`config.mk`:
```
export PLATFORM = sky130hd
export DESIGN_NAME = jmpu_branch_unit
export DESIGN_NICKNAME = d
export VERILOG_FILES = /design/src/rtl/jmpu_pkg.sv /design/src/rtl/jmpu_decode.sv /design/src/rtl/jmpu_cond.sv /design/src/rtl/jmpu_target.sv /design/src/rtl/jmpu_branch_unit.sv
export SDC_FILE = /design/constraint.sdc
export NUM_CORES = 1
export LEC_CHECK = 0
export CORE_ASPECT_RATIO = 1.75
export CORE_MARGIN = 1.5
export CORE_UTILIZATION = 55
export DETAILED_ROUTE_END_ITERATION = 8
export DONT_BUFFER_PORTS = 1
export HOLD_SLACK_MARGIN = 0.05
export MAX_ROUTING_LAYER = met4
export PLACE_DENSITY = 0.71
export SLEW_MARGIN = 20
export SYNTH_ARGS = -nofsm -noshare
export SYNTH_HDL_FRONTEND = slang
export SYNTH_HIERARCHICAL = 1
export SYNTH_SLANG_ARGS = --single-unit
```
`constraint.sdc`:
```
create_clock -name clk -period 3.1 [get_ports clk]
set_clock_uncertainty 0.15 [all_clocks]
set_input_delay 0.775 -clock clk [delete_from_list [all_inputs] [get_ports clk]]
set_output_delay 0.775 -clock clk [all_outputs]
set_load 0.01 [all_outputs]
```
`src/rtl/jmpu_pkg.sv`:
```
package jmpu_pkg;

    // Class code held in the three most significant instruction bits
    localparam logic [2:0] JMP_CLASS = 3'b001;
    localparam int unsigned CLASS_W  = 3;
    localparam int unsigned COND_W   = 3;

    // Condition selector values (behaviour depends on this order)
    typedef enum logic [COND_W-1:0] {
        CC_ZERO_CLR = 3'd0,
        CC_ZERO_SET = 3'd1,
        CC_CARRY_CLR = 3'd2,
        CC_CARRY_SET = 3'd3,
        CC_NEG_SET  = 3'd4,
        CC_SGN_GE   = 3'd5,
        CC_SGN_LT   = 3'd6,
        CC_ALWAYS   = 3'd7
    } jcc_e;

    typedef struct packed {
        logic n;
        logic z;
        logic c;
        logic v;
    } flags_t;

endpackage

```
`src/rtl/jmpu_decode.sv`:
```
module jmpu_decode
    import jmpu_pkg::*;
#(
    parameter int unsigned OFF_W = 10
) (
    input  logic [OFF_W+CLASS_W+COND_W-1:0] instr_i,
    output logic                            is_jump_o,
    output jcc_e                            cond_o,
    output logic [OFF_W-1:0]                offset_o
);
    localparam int unsigned COND_LSB  = OFF_W;
    localparam int unsigned CLASS_LSB = OFF_W + COND_W;
    localparam int unsigned INSTR_W   = CLASS_LSB + CLASS_W;

    always_comb begin
        is_jump_o = (instr_i[INSTR_W-1:CLASS_LSB] == JMP_CLASS);
        cond_o    = jcc_e'(instr_i[CLASS_LSB-1:COND_LSB]);
        offset_o  = instr_i[OFF_W-1:0];
    end
endmodule

```
`src/rtl/jmpu_cond.sv`:
```
module jmpu_cond
    import jmpu_pkg::*;
(
    input  logic   is_jump_i,
    input  jcc_e   cond_i,
    input  flags_t flags_i,
    output logic   take_o
);
    logic cond_met;

    always_comb begin
        cond_met = 1'b0;
        unique case (cond_i)
            CC_ZERO_CLR:  cond_met = ~flags_i.z;
            CC_ZERO_SET:  cond_met =  flags_i.z;
            CC_CARRY_CLR: cond_met = ~flags_i.c;
            CC_CARRY_SET: cond_met =  flags_i.c;
            CC_NEG_SET:   cond_met =  flags_i.n;
            CC_SGN_GE:    cond_met = ~(flags_i.n ^ flags_i.v);
            CC_SGN_LT:    cond_met =  (flags_i.n ^ flags_i.v);
            CC_ALWAYS:    cond_met = 1'b1;
            default:      cond_met = 1'b0;
        endcase
        take_o = is_jump_i & cond_met;
    end
endmodule

```
`src/rtl/jmpu_target.sv`:
```
module jmpu_target #(
    parameter int unsigned ADDR_W = 16,
    parameter int unsigned OFF_W  = 10
) (
    input  logic [ADDR_W-1:0] pc_i,
    input  logic [OFF_W-1:0]  offset_i,
    output logic [ADDR_W-1:0] seq_pc_o,
    output logic [ADDR_W-1:0] tgt_pc_o
);
    localparam int unsigned EXT_W = ADDR_W - OFF_W - 1;
    localparam logic [ADDR_W-1:0] STEP      = ADDR_W'(2);
    localparam logic [ADDR_W-1:0] EVEN_MASK = {{(ADDR_W-1){1'b1}}, 1'b0};

    logic [ADDR_W-1:0] byte_disp;
    logic [ADDR_W-1:0] after_jump;

    always_comb begin
        // sign-extend the word count and scale to bytes
        byte_disp  = {{EXT_W{offset_i[OFF_W-1]}}, offset_i, 1'b0};
        after_jump = pc_i + STEP;
        seq_pc_o   = after_jump & EVEN_MASK;
        tgt_pc_o   = (after_jump + byte_disp) & EVEN_MASK;
    end
endmodule

```
`src/rtl/jmpu_branch_unit.sv`:
```
module jmpu_branch_unit
    import jmpu_pkg::*;
#(
    parameter int unsigned ADDR_W = 16,
    parameter int unsigned OFF_W  = 10
) (
    input  logic                            clk,
    input  logic                            rst_n,
    input  logic [OFF_W+CLASS_W+COND_W-1:0] instr_i,
    input  logic [ADDR_W-1:0]               pc_i,
    input  logic                            flag_n_i,
    input  logic                            flag_z_i,
    input  logic                            flag_c_i,
    input  logic                            flag_v_i,
    output logic                            is_jump_o,
    output logic                            taken_o,
    output logic [ADDR_W-1:0]               next_pc_o
);
    localparam int unsigned INSTR_W   = OFF_W + CLASS_W + COND_W;
    localparam int unsigned CLASS_LSB = OFF_W + COND_W;
    localparam logic [ADDR_W-1:0] EVEN_MASK = {{(ADDR_W-1){1'b1}}, 1'b0};

    logic              dec_jump;
    jcc_e              dec_cond;
    logic [OFF_W-1:0]  dec_off;
    logic              take_now;
    logic [ADDR_W-1:0] seq_pc;
    logic [ADDR_W-1:0] tgt_pc;
    logic [ADDR_W-1:0] pick_pc;
    flags_t            flags;

    assign flags = '{n: flag_n_i, z: flag_z_i, c: flag_c_i, v: flag_v_i};

    jmpu_decode #(.OFF_W(OFF_W)) u_decode (
        .instr_i   (instr_i),
        .is_jump_o (dec_jump),
        .cond_o    (dec_cond),
        .offset_o  (dec_off)
    );

    jmpu_cond u_cond (
        .is_jump_i (dec_jump),
        .cond_i    (dec_cond),
        .flags_i   (flags),
        .take_o    (take_now)
    );

    jmpu_target #(.ADDR_W(ADDR_W), .OFF_W(OFF_W)) u_target (
        .pc_i     (pc_i),
        .offset_i (dec_off),
        .seq_pc_o (seq_pc),
        .tgt_pc_o (tgt_pc)
    );

    always_comb begin
        pick_pc = take_now ? tgt_pc : seq_pc;
    end

    always_ff @(posedge clk) begin
        if (!rst_n) begin
            is_jump_o <= 1'b0;
            taken_o   <= 1'b0;
            next_pc_o <= '0;
        end else begin
            is_jump_o <= dec_jump;
            taken_o   <= take_now;
            next_pc_o <= pick_pc;
        end
    end

    AST_RESET_CLEAR: assert property (@(posedge clk) !rst_n |=> (!is_jump_o && !taken_o && next_pc_o == '0));

    AST_TAKEN_NEEDS_JUMP: assert property (@(posedge clk) disable iff (!rst_n) taken_o |-> is_jump_o);

    AST_JUMP_FLAGGED: assert property (@(posedge clk) disable iff (!rst_n) (instr_i[INSTR_W-1:CLASS_LSB] == JMP_CLASS) |=> is_jump_o);

    AST_ALWAYS_TAKES: assert property (@(posedge clk) disable iff (!rst_n) (instr_i[INSTR_W-1:OFF_W] == 6'b001111) |=> taken_o);

    AST_ZERO_SET_RULE: assert property (@(posedge clk) disable iff (!rst_n) (instr_i[INSTR_W-1:OFF_W] == 6'b001001) |=> (taken_o == $past(flag_z_i)));

    AST_TAKEN_TARGET: assert property (@(posedge clk) disable iff (!rst_n) (instr_i[INSTR_W-1:CLASS_LSB] == JMP_CLASS) |=> (!taken_o || next_pc_o == ((ADDR_W'($past(pc_i)) + ADDR_W'(2) + ADDR_W'($signed($past(instr_i[OFF_W-1:0])) * 2)) & EVEN_MASK)));

    AST_FAILED_SEQ: assert property (@(posedge clk) disable iff (!rst_n) (instr_i[INSTR_W-1:CLASS_LSB] == JMP_CLASS) |=> (taken_o || next_pc_o == (($past(pc_i) + ADDR_W'(2)) & EVEN_MASK)));

    AST_NONJUMP_QUIET: assert property (@(posedge clk) disable iff (!rst_n) (instr_i[INSTR_W-1:CLASS_LSB] != JMP_CLASS) |=> (!is_jump_o && !taken_o && next_pc_o == (($past(pc_i) + ADDR_W'(2)) & EVEN_MASK)));

    AST_PC_EVEN: assert property (@(posedge clk) disable iff (!rst_n) next_pc_o[0] == 1'b0);

endmodule

```
* Word level (Yosys, flattened, before mapping) *
Cells that the tools add are included.
W data, S select, Z words.

storage, ports and cells
  bits in latches = 0
  bits in registers = 18
  output and inout port bits = 18
  memories = 0
  input bits = 38
  bits in writable memories = 0
  logic and storage cells = 21
  memory bits (read-only) = 0

operators by class
  order comparisons = 0
  multiply operators = 0
  shift operators = 0
  reduce and logical (&&, ||, !) cells = 1
  muxes and demuxes = 2
  add/subtract/negate cells = 2
  eq/ne operators = 8
  divide/modulo/power cells = 0
  bitwise operators = 5

operators with widths
  cell                     count
  $add A16 B16 Y16         1
  $add A16 B2 Y16 const B  1
  $mux W16                 1
  $eq A3 B3 Y1 const B     4
  $pmux W1 S8              1
  $eq A3 B1 Y1 const B     2
  $eq A3 B2 Y1 const B     2
  $logic_not A3 Y1         1
  $not A1 Y1               3
  $and A1 B1 Y1            1
  $xor A1 B1 Y1            1

* Longest topological paths before layout *
Gate-level depths: netlist of the first run.

  word-level depth = 5
  depth in mapped cells = 13
  gate-level depth less buffers = 13

* Cells and area by module *
The synthesis of the first run kept the hierarchy.

by module, submodules not included
  module            cells each  sequential area each (µm²)  instances  area each (µm²)
  jmpu_target       127         0.0                         1          973.4
  jmpu_branch_unit  55          360.3                       1          669.4
  jmpu_decode       14          0.0                         1          110.1
  jmpu_cond         8           0.0                         1          67.6

* Least setup slack after synthesis of the first run *
Ideal clock, no wire load.

  path type = input -> register
  from = input pc_i[4]
  to = register next_pc_o[15]
  required time = 2.834 ns
  stages = 13
  arrival = 2.702 ns
  path buffers = 0
  path slack = 0.132 ns
  setup time = 0.116 ns
  cell sequence = and4_4 > nand4_1 > nor2_1 > nand3_1 > xnor2_1 > ha_1 > a21oi_1 > a21boi_0 > o21ai_0 > a32oi_1 > xor2_1 > mux2i_1 > nor2b_1

on the way
  longest elaborated chain between the ends = 3

ends and longest elaborated chain
  element                 line                    RTL
  start: declaration      jmpu_branch_unit.sv:10  input logic [ADDR_W-1:0] pc_i,
  $add A16 B2 Y16         jmpu_target.sv:20       after_jump = pc_i + STEP;
  named net seq_pc[12]    jmpu_branch_unit.sv:27  logic [ADDR_W-1:0] seq_pc;
  $add A16 B16 Y16        jmpu_target.sv:22       tgt_pc_o = (after_jump + byte_disp) & EVEN_MASK;
  named net tgt_pc[15]    jmpu_branch_unit.sv:28  logic [ADDR_W-1:0] tgt_pc;
  $mux W16                jmpu_branch_unit.sv:56  pick_pc = take_now ? tgt_pc : seq_pc;
  end signal: assignment  jmpu_branch_unit.sv:67  next_pc_o <= pick_pc;
  end: declaration        jmpu_branch_unit.sv:17  output logic [ADDR_W-1:0] next_pc_o

The timed path passes the listed nets, and every way through them passes these cells.
A chain may end at the register's enable or synchronous reset.

* Worst setup path after layout of the first run *
Same ends and word-level chain as after synthesis.

==> results of run 1 <==
-- layout make-up --
cell class | instances | area, µm² | area share
multi-input cells | 162 | 1310 | 0.664
flip-flops and latches | 18 | 360 | 0.182
repair buffers | 23 | 173 | 0.0874
clock buffers | 4 | 55.1 | 0.0279
well taps | 43 | 53.8 | 0.0272
inverters | 6 | 22.5 | 0.0114
-- routing by layer --
layer,global-route usage,wire length [µm]
met1,0.228,1330
met4,0.140,145
met3,0.0432,209
met2,0.451,2370
met5,-,0
-- timing repair --
action / CTS / global route
hold buffers: 0 / 0
buffers inserted: 0 / 1
resized for setup: 0 / 4
hold endpoints to repair: 0 / 0
endpoints found under the setup margin: 0 / 5
-- critical path, stage by stage --
cell and delay (ps):
and4_4 210, nand4_1 170, nor2_2 150, nand3_1 130, xnor2_2 210, ha_1 300, a21oi_2 210, a21boi_0 110
o21ai_0 190, a32oi_1 90, xor2_1 190, mux2i_1 150, nor2b_1 60
-- worst min path at each step --
stage / end / from / slack, ps / cells past startpoint
after CTS: is_jump_o$_SDFF_PN0_ / rst_n / 480 / 1
after global placement: is_jump_o$_SDFF_PN0_ / rst_n / 750 / 1
after global routing: is_jump_o$_SDFF_PN0_ / rst_n / 490 / 1
after floorplan: next_pc_o[14]$_SDFF_PN0_ / rst_n / 750 / 1
final: is_jump_o$_SDFF_PN0_ / rst_n / 490 / 1
after detailed placement: is_jump_o$_SDFF_PN0_ / rst_n / 750 / 1
-- power groups by stage --
stage / combinational, µW / clock, µW / sequential, µW
global route: 285 / 209 / 264
CTS: 255 / 201 / 263
global placement: 241 / 0 / 268
floorplan: 203 / 0 / 266
finish: 259 / 195 / 263
detailed placement: 252 / 0 / 268
-- sequential cells by signal, summed over array words and instances (netlist names) --
register / cells
taken_o: 1
next_pc_o: 16
is_jump_o: 1
-- synthesized netlist by cell type, drive strengths merged (2+ instances only) --
cell type and n:
xor2 10, dfxtp 18, o21ai 9, and3 5, nor2 7, mux2i 18, inv 6, nand2 10
buf 17, and2 2, xnor2 16, ha 19, clkbuf 2, nand4 3, a21o 5, nand3 9
a21oi 11, o21a 2, nor2b 16
-- cells by family after synthesis --
group	synth area share
simple gates	0.181
mux	0.0990
buf+inv	0.0955
other cells	0.00206
compound gates	0.145
flops	0.198
xor+xnor	0.137
fa+ha+maj	0.142
-- through the flow --
stage / setup slack, ps / instances
2_1_floorplan: 132 / 205
3_3_place_gp: -13.0 / 251
3_5_place_dp: -162 / 251
4_1_cts: 22.4 / 255
5_1_grt: 19.2 / 256
6_report: 157 / 256
==> summary.txt, run 1 <==
Die
  • Core Region: 3140 µm²
  • Die area: 3680 µm²
  • Row cnt: 27
  • Die width: 46.5 µm
  • Starting Density: 0.579
  • Ports: 56
  • Height of the die: 79.1 µm

Timing
  • Setup TNS: 0 ps
  • Final Setup Violations: 0
  • RSZ-0062 raised after global routing: false
  • Final Slew Violations: 0
  • Min Tclk post-route: 2940 ps
  • Final Cycle Share: 0.949
  • Fmax achieved: 0.340 GHz
  • Hold Fails Final Rpt: 0
  • Hold slack final: 488 ps

Place
  • DPL Wire Length: 3.29 mm
  • Placer Congestion: 0.845
  • Dpl cell area: 1890 µm²
  • Buffers on Ports: 0

Route
  • Routed vias: 1483
  • Final WL: 4.06 mm
  • DRC viols: 0
  • WL/cell: 15.9 µm
  • Final ANT Viol Nets: 0
  • Starting DRT DRC Count: 18
  • Vias/cell: 5.79
  • TritonRoute pass-1 iters: 4

Clock network
  • CTS max path bufs: 2
  • CTS H-tree lvls: 1
  • Clock sink total: 18
  • CTS root buf: clkbuf_8
  • CTS buffer count: 3
  • Clk pin slew, worst setup/hold paths: 70 ps
  • CTS tree: done

Final layout
  • Final Cell Area: 1980 µm²
  • Commonest non-fill, non-tap cell in the layout: buf_4
  • Final #Nets: 272
  • Most frequent cells in the layout: buf_4, ha_1, mux2i_1, dfxtp_1, nor2b_1
  • Share of cells above drive strength 1: 0.183
  • Fillers: 278
  • Utilization after layout: 0.629
  • Area delta synth->final: 8.52%
  • Ant diodes: 0

Synth
  • Synth top area share: 0.198
  • Total number of yosys warnings: 6
  • Primary FF master, synth: dfxtp_1
  • Yosys reg bits: 18
  • Synth Instances: 204
  • Async SR Flop Fraction: 0
  • Post-Synthesis Cell Area: 1820 µm²
  • Cell variety after synth: 45
  • Register area share after synthesis: 0.198
  • Area leader, netlist: dfxtp_1
  • EDFF count, synth: 0
  • Post-Syn Area per Cell: 8.92 µm²
  • Largest cells by area after synthesis: dfxtp_1, ha_1, mux2i_1

Power
  • Register share of total power: 0.367
  • Pint: 494 µW
  • Clock power share: 0.272
  • Gate power share: 0.361
  • Switching fraction of total power: 0.310
  • Power, Total: 716 µW
  • Peak VDD IR: 0.230 mV
  • Net Sw Power: 222 µW
  • P per Cell Area: 362 nW/µm²
  • Leak pwr: 0.000870 µW

Setup path
  • CP Max Fanout: 4
  • CP Capture Type: flip-flop
  • CP required: 3100 ps
  • Worst EP arrival: 2950 ps
  • Critical path launch point: pc_i[4]
  • Worst Setup EP: next_pc_o[15]$_SDFF_PN0_
  • CP Launch Type: input pin
  • Type of the worst setup path: input pin to flip-flop

GRT
  • Vias in the first global route: 1621
  • Total global routing overflow: 0
  • Initial antenna violation count: 0
  • Total global routing track utilization: 0.250
  • First-pass GRT wire length: 6.64 mm
  • Largest net degree at the start of global routing: 19

Flow run
  • Max cap viols: 0

Status
  • Status: completed

Min path
  • Hold crit path type: input pin to flip-flop
(Power assumes the default switching activity.)
==> run 2: changes to the inputs <==
- PLACE_DENSITY: 0.71 -> 0.7
==> summary.txt, run 2 (synthesized netlist as in run 1, its figures left out) <==
Power
  • P per Cell Area: 363 nW/µm²
  • Power, Total: 715 µW
  • Peak VDD IR: 0.223 mV
  • Leak pwr: 0.000867 µW

Final layout
  • Ant diodes: 0
  • Largest register FFs: 16
  • Multi-input gate area: 1310 µm²
  • Area delta synth->final: 8.25%
  • Top reg by flops: next_pc_o
  • Commonest non-fill, non-tap cell in the layout: buf_4
  • Register area: 360 µm²
  • Fillers: 273
  • Most frequent cells in the layout: buf_4, ha_1, mux2i_1, dfxtp_1, nor2b_1
  • Share of cells above drive strength 1: 0.179
  • Utilization after layout: 0.627
  • Final #Nets: 271
  • Biggest regs: next_pc_o: 16 flops, is_jump_o: 1 flops, taken_o: 1 flops

Min path
  • HP Start: rst_n
  • Hold crit path type: input pin to flip-flop

Clock network
  • CTS root buf: clkbuf_8
  • CTS H-tree lvls: 1
  • Clock sink total: 18
  • CTS max path bufs: 2
  • CTS tree: done
  • Hold-fix buffers, CTS: 0
  • Clk pin slew, worst setup/hold paths: 70 ps
  • CTS buffer count: 3

Route
  • Starting DRT DRC Count: 45
  • Final ANT Viol Nets: 0
  • DRC viols: 0
  • TritonRoute pass-1 iters: 4
  • Final WL: 4.08 mm
  • Routed vias: 1497
  • WL/cell: 16.0 µm
  • Vias/cell: 5.87

Timing
  • Fmax achieved: 0.340 GHz
  • RSZ-0062 raised after global routing: false
  • Final Cycle Share: 0.950
  • Final Setup Violations: 0
  • Final Slew Violations: 0
  • Hold Fails Final Rpt: 0
  • Min Tclk post-route: 2950 ps

Flow run
  • Max cap viols: 0

Setup path
  • Largest delay contributor family on the critical path: simple AND/OR/NAND/NOR gates
  • WP buf/inv: 2
  • Crit-path slowest cell: nor4_2
  • Crit-path max cell delay: 310 ps
  • Worst EP arrival: 2990 ps
  • Crit path cell chain: and4_4 -> nand4_1 -> nor2_2 -> buf_4 -> xor2_2 -> ha_1 -> buf_4 -> nor4_2 -> a21oi_1 -> o311a_1 -> o311ai_1 -> mux2i_1 -> nor2b_1
  • CP Launch Type: input pin
  • Type of the worst setup path: input pin to flip-flop
  • CP required: 3150 ps
  • Worst path most repeated cell: buf_4
  • CP Capture Type: flip-flop
  • Critical path launch point: pc_i[4]
  • CP Max Fanout: 4

Die
  • Die width: 46.5 µm
  • Core Region: 3140 µm²
  • Row cnt: 27
  • Height of the die: 79.1 µm
  • Starting Density: 0.579
  • Die area: 3680 µm²
  • Ports: 56

GRT
  • Total global routing overflow: 0
  • Initial antenna violation count: 0
  • First-pass GRT wire length: 6.40 mm
  • Largest net degree at the start of global routing: 19
  • Total global routing track utilization: 0.244
  • Vias in the first global route: 1502

Place
  • Placer Congestion: 0.898
  • DPL Wire Length: 3.33 mm
  • Buffers on Ports: 0

Status
  • Status: completed
## run 2: per-layer routing
metal  GRT usage  part of all wire  vias up
li1            -                 -      719
met1       0.209              0.32      717
met2       0.468              0.60       52
met3      0.0432             0.056        9
met4       0.106             0.026        0
met5           -                 0        -
## run 2: where the power goes
part / switching [µW] / internal (µW)
logic: 127 / 131
clock network: 81.8 / 113
registers: 14.4 / 248
## run 2: metrics by stage
stage | hold WS, ps | worst slack (ps) | instance area (µm²) | setup TNS, ps | std cells
6_report | 488 | 155 | 1970 | 0 | 255
5_1_grt | 489 | 17.8 | 1970 | 0 | 255
4_1_cts | 486 | 91.8 | 1940 | 0 | 254
3_5_place_dp | 756 | -177 | 1880 | -326 | 250
3_3_place_gp | 753 | -53.3 | 1880 | -105 | 250
2_1_floorplan | 753 | 132 | 1820 | 0 | 205
## run 2: final cells by class
type,count,share of cell area
inverters,6,0.0114
well taps,43,0.0273
flip-flops and latches,18,0.183
clock buffers,4,0.0279
multi-input cells,162,0.667
repair buffers,22,0.0838
## run 2: final timing paths
kind / end / slack (ps) / depth (start not counted)
hold / removal: is_jump_o$_SDFF_PN0_ / 490 / 1
setup / recovery: next_pc_o[12]$_SDFF_PN0_ / 150 / 13
## run 2: timing repair
| item | in CTS | in global routing |
|---|---|---|
| resized for setup | 0 | 4 |
| buffers inserted | 0 | 1 |
| setup endpoints to repair | 0 | 3 |
